[src/rtl/mesi_snoop_ctrl.sv]
module mesi_snoop_ctrl #(
  parameter int ADDR_W = 16,
  parameter int IDX_W  = 4
) (
  input  logic              clk,
  input  logic              rst_n,
  input  logic              cpu_req,
  input  logic              cpu_we,
  input  logic [ADDR_W-1:0] cpu_addr,
  output logic              cpu_ready,
  output logic [1:0]        cpu_state,
  output logic              bus_req,
  output logic [1:0]        bus_cmd,
  output logic [ADDR_W-1:0] bus_addr,
  input  logic              bus_gnt,
  input  logic              bus_shared,
  input  logic              snp_valid,
  input  logic [1:0]        snp_cmd,
  input  logic [ADDR_W-1:0] snp_addr,
  output logic              snp_shared,
  output logic              snp_supply
);
  localparam int TAG_W = ADDR_W - IDX_W;
  localparam int LINES = 1 << IDX_W;
  localparam logic [1:0] ST_I = 2'd0, ST_S = 2'd1, ST_E = 2'd2, ST_M = 2'd3;
  localparam logic [1:0] CMD_RD = 2'd0, CMD_RDX = 2'd1, CMD_UPG = 2'd2, CMD_WB = 2'd3;

  logic [TAG_W-1:0] ctag_q [LINES];
  logic [1:0]       cst_q  [LINES];
  logic [TAG_W-1:0] stag_q [LINES];
  logic [1:0]       sst_q  [LINES];

  wire [IDX_W-1:0] c_idx = cpu_addr[IDX_W-1:0];
  wire [TAG_W-1:0] c_tag = cpu_addr[ADDR_W-1:IDX_W];
  wire             c_match = (ctag_q[c_idx] == c_tag);
  wire [1:0]       c_st = c_match ? cst_q[c_idx] : ST_I;
  wire             victim_dirty = !c_match && (cst_q[c_idx] == ST_M);
  wire             hit_ok = cpu_we ? (c_st == ST_E || c_st == ST_M) : (c_st != ST_I);

  wire [IDX_W-1:0] s_idx = snp_addr[IDX_W-1:0];
  wire [TAG_W-1:0] s_tag = snp_addr[ADDR_W-1:IDX_W];
  wire [1:0]       s_st = (stag_q[s_idx] == s_tag) ? sst_q[s_idx] : ST_I;
  wire             snp_same = snp_valid && (s_idx == c_idx);

  assign bus_req  = cpu_req && !hit_ok;
  assign bus_cmd  = victim_dirty ? CMD_WB :
                    !cpu_we      ? CMD_RD :
                    (c_st == ST_S) ? CMD_UPG : CMD_RDX;
  assign bus_addr = victim_dirty ? {ctag_q[c_idx], c_idx} : cpu_addr;

  wire hit_done  = cpu_req && hit_ok && !snp_same;
  wire fill_done = bus_req && bus_gnt && !victim_dirty;
  wire wb_done   = bus_req && bus_gnt && victim_dirty;

  assign cpu_ready = hit_done || fill_done;
  assign cpu_state = hit_done  ? (cpu_we ? ST_M : c_st) :
                     fill_done ? (cpu_we ? ST_M : (bus_shared ? ST_S : ST_E)) : ST_I;

  wire             c_wr     = hit_done || fill_done || wb_done;
  wire [TAG_W-1:0] c_wr_tag = fill_done ? c_tag : ctag_q[c_idx];
  wire [1:0]       c_wr_st  = wb_done ? ST_I : cpu_state;

  assign snp_shared = snp_valid && (snp_cmd == CMD_RD) && (s_st != ST_I);
  assign snp_supply = snp_valid && (snp_cmd != CMD_WB) && (s_st == ST_M);

  wire       s_wr   = snp_valid && (snp_cmd != CMD_WB) && (s_st != ST_I);
  wire [1:0] s_next = (snp_cmd == CMD_RD) ? ST_S : ST_I;

  always_ff @(posedge clk) begin
    if (!rst_n) begin
      for (int i = 0; i < LINES; i++) begin
        ctag_q[i] <= '0;
        stag_q[i] <= '0;
        cst_q[i]  <= ST_I;
        sst_q[i]  <= ST_I;
      end
    end else begin
      if (c_wr) begin
        ctag_q[c_idx] <= c_wr_tag;
        stag_q[c_idx] <= c_wr_tag;
        cst_q[c_idx]  <= c_wr_st;
        sst_q[c_idx]  <= c_wr_st;
      end
      if (s_wr) begin
        cst_q[s_idx] <= s_next;
        sst_q[s_idx] <= s_next;
      end
    end
  end
endmodule


[config.mk]
export PLATFORM = sky130hd
export DESIGN_NAME = mesi_snoop_ctrl
export DESIGN_NICKNAME = d
export VERILOG_FILES = /design/src/rtl/mesi_snoop_ctrl.sv
export SDC_FILE = /design/constraint.sdc
export NUM_CORES = 1
export LEC_CHECK = 0
export ABC_AREA = 0
export BUFFER_PORTS_ARGS = -buffer_cell sky130_fd_sc_hd__buf_2
export CAP_MARGIN = 20
export CORE_MARGIN = 1
export CORE_UTILIZATION = 65
export CTS_CLUSTER_DIAMETER = 40
export CTS_CLUSTER_SIZE = 40
export DETAILED_ROUTE_END_ITERATION = 6
export PLACE_DENSITY = 0.86
export SLEW_MARGIN = 20
export SYNTH_ARGS = -nofsm -noshare
export SYNTH_HDL_FRONTEND = slang
export SYNTH_SLANG_ARGS = --single-unit
[constraint.sdc]
create_clock -name clk -period 9 [get_ports clk]
set_input_delay 1.35 -clock clk [delete_from_list [all_inputs] [get_ports clk]]
set_output_delay 1.35 -clock clk [all_outputs]
set_load 0.01 [all_outputs]
==> flow_metrics.tcl <==
set metrics [dict create \
    status "completed" \
    avgViaCountPerCell 7.63 \
    required_ns 7.65 \
    use_met1_pct 54.4 \
    max-cap-violations 0 \
    die_h_um 146 \
    grt_pass1_wl_mm 66.0 \
    cts.sinks 224 \
    rsz0062_at_grt "no" \
    grt_pass1_vias 10602 \
    grt_max_degree 66 \
    async_flop_share_pct 0 \
    worst-setup-path-type "in2out" \
    yosys.area.top_type "edfxtp_1" \
    remaining_drc_errors 0 \
    yosys_register_bits 224 \
    hold_viol 0 \
    min_period_over_period_pct 81.6 \
    crit_path_start_kind "input port" \
    max_slew_margin_pct 18.8 \
    grt_use_total_pct 42.8 \
    slew_violations 0 \
    avgSynthCellArea_um2 12.5 \
    drive_gt1_share_pct 27.8 \
    vias 10668 \
    max_freq_ghz 0.136 \
    powerDensity_mw_per_mm2 193 \
    rows 52 \
    synth_area_mm2 0.0135 \
    synth_top_area_share_pct 46.3 \
    gp_congestion 0.965 \
    seq_area_frac_synth_pct 48.7 \
    postRouteAntennaNets 0 \
    finalCriticalPeriod_ns 7.35 \
    dieArea_mm2 0.0213 \
    cts-root-buf "clkbuf_16" \
    dr.first_iter.drc_count 1891 \
    drtPass1Iterations 6 \
    wl_per_cell_um 31.5 \
    setup_tns_ns 0 \
    clk_latency_ns 0.53 \
    tightest_slew_ns 1.22 \
    antenna_found_initial 1 \
    area.growth.synth_to_final_pct 10.9 \
    yosysUniqueCellTypes 69 \
    netlist_instances 1077 \
    final_nets 1142 \
    io_buffers 64 \
    endpoint_kind "output port" \
    vdd_drop_max_uv 155 \
    cts_hold_buf 0 \
    syn-num-nets 1118 \
    synth_flop_cell "edfxtp_1" \
    start_util_pct 66.4 \
    synth_area_leaders "edfxtp_1 46%, mux4_2 18%, mux2i_1 4.5%, nor2_1 4.4%, dfxtp_1 2.4%" \
    cts_buffers 34 \
    die_w_um 146 \
    hold-worst-slack_ns 0.486 \
    rrSetupSlack_ns 3.36 \
    cp.arrival_ns 6.00 \
    skew_ns 0.0238 \
    clockBufferDepth 3 \
    setup_violations 0 \
    wirelength_mm 44.0 \
    worstPathMaxFanout 37 \
    leakage_nw 5.26 \
    yosysMostFrequentCell "edfxtp_1" \
    post_cts_buffers 0 \
    cts.reportedPaths.clkPinSlew_ns 0.05 \
    power_mw 2.89 \
    grt_busiest_layer "met2" \
    use_met2_pct 64.9 \
    ys_warn_count 0 \
    fillers 1303 \
    hpwl_mm 27.7 \
    hold_path.class "reg2reg" \
    ys_top_cells_by_count "208 x edfxtp_1, 157 x nor2_1, 106 x mux4_2" \
    met3_usage_pct 12.4 \
    core_area_mm2 0.0203 \
    pin_count 65 \
    globalRouteOverflowTotal 0 \
    cts_resized 0 \
    cts_tree "yes" \
    htreeDepth 2 \
    synth-edff-count 208 \
]
where the power goes:
group / internal [mW] / switching, mW
registers: 1.17 / 0.0243
logic: 0.140 / 0.234
clock network: 0.791 / 0.525
path summary, 6_finish.rpt:
path                       from            to  depth (start not counted)
setup reg to reg  ctag_q[15][7]  stag_q[1][8]                         11
setup / recovery    cpu_addr[3]  bus_addr[15]                         12
hold reg to reg     sst_q[8][1]   sst_q[8][1]                          2
hold / removal      sst_q[8][1]   sst_q[8][1]                          2
registers in the layout, summed over array words and instances (netlist names):
signal  count
stag_q     60
sst_q      21
ctag_q    132
cst_q      11
metrics by stage:
step | cell area [um2] | util (%) | worst slack, ns | cells
floorplan | 13500 | - | 3.29 | 1077
global placement | 13800 | 68.0 | 1.74 | 1335
CTS | 14900 | 73.6 | 1.77 | 1397
detailed placement | 13800 | 68.0 | 1.53 | 1335
global route | 14900 | 73.6 | 1.49 | 1397
finish | 14900 | 73.6 | 1.65 | 1398
final cells by class:
| type | instances | area [um2] | area share, % |
|---|---|---|---|
| Sequential cell | 224 | 6570 | 43.9 |
| Multi-Input combinational cell | 733 | 6300 | 42.2 |
| Clock buffer | 38 | 930 | 6.22 |
| Timing Repair Buffer | 94 | 548 | 3.67 |
| Tap cell | 270 | 338 | 2.26 |
| Clock inverter | 24 | 208 | 1.39 |
| Inverter | 14 | 52.6 | 0.352 |
| Antenna cell | 1 | 2.50 | 0.0167 |
critical path: stages:
cell     delay [ns]
buf_2          0.73
buf_4          0.50
nor2b_1        0.23
a22oi_1        0.22
a21oi_1        0.09
a21oi_1        0.36
xnor2_1        0.18
nand4_1        0.40
or3_1          0.60
nand2_1        0.69
mux2_2         0.45
buf_2          0.15
routing by layer:
metal  wire length (um)  vias to the layer above
met4               3510                        2
met2              20000                     1109
met1              13800                     5063
met5                 63                        -
met3               6640                      289
li1                   -                     4205
kinds of logic after synthesis:
kind of cell / share of synthesized area [%]
AND/OR/NAND/NOR: 14.9
flip-flops: 48.7
multiplexers: 24.5
buffers and inverters: 4.68
AO/OA/AOI/OAI: 5.07
XOR/XNOR: 2.07
layout by cell type (no fill, tap or decap), types with 6 or more instances in the layout:
cell type | synthesis | layout
a21oi_1 | 19 | 19
a22oi_1 | 18 | 18
and2_1 | 6 | 6
buf_2 | 45 | 63
buf_4 | 19 | 31
clkbuf_16 | 0 | 37
clkinv_1 | 3 | 6
clkinv_4 | 0 | 6
dfxtp_1 | 16 | 16
edfxtp_1 | 208 | 208
inv_1 | 10 | 10
mux2_2 | 26 | 26
mux2i_1 | 60 | 57
mux4_2 | 106 | 106
nand2_1 | 44 | 44
nand2b_1 | 11 | 10
nand3_1 | 37 | 37
nand4_1 | 14 | 14
nor2_1 | 157 | 157
nor2b_1 | 19 | 19
nor3_1 | 57 | 57
o211ai_1 | 10 | 10
o21ai_0 | 6 | 6
o22ai_1 | 9 | 9
or2_2 | 12 | 12
or3_1 | 17 | 17
xnor2_1 | 19 | 19
xor2_1 | 11 | 11
(Power assumes the default switching activity.)
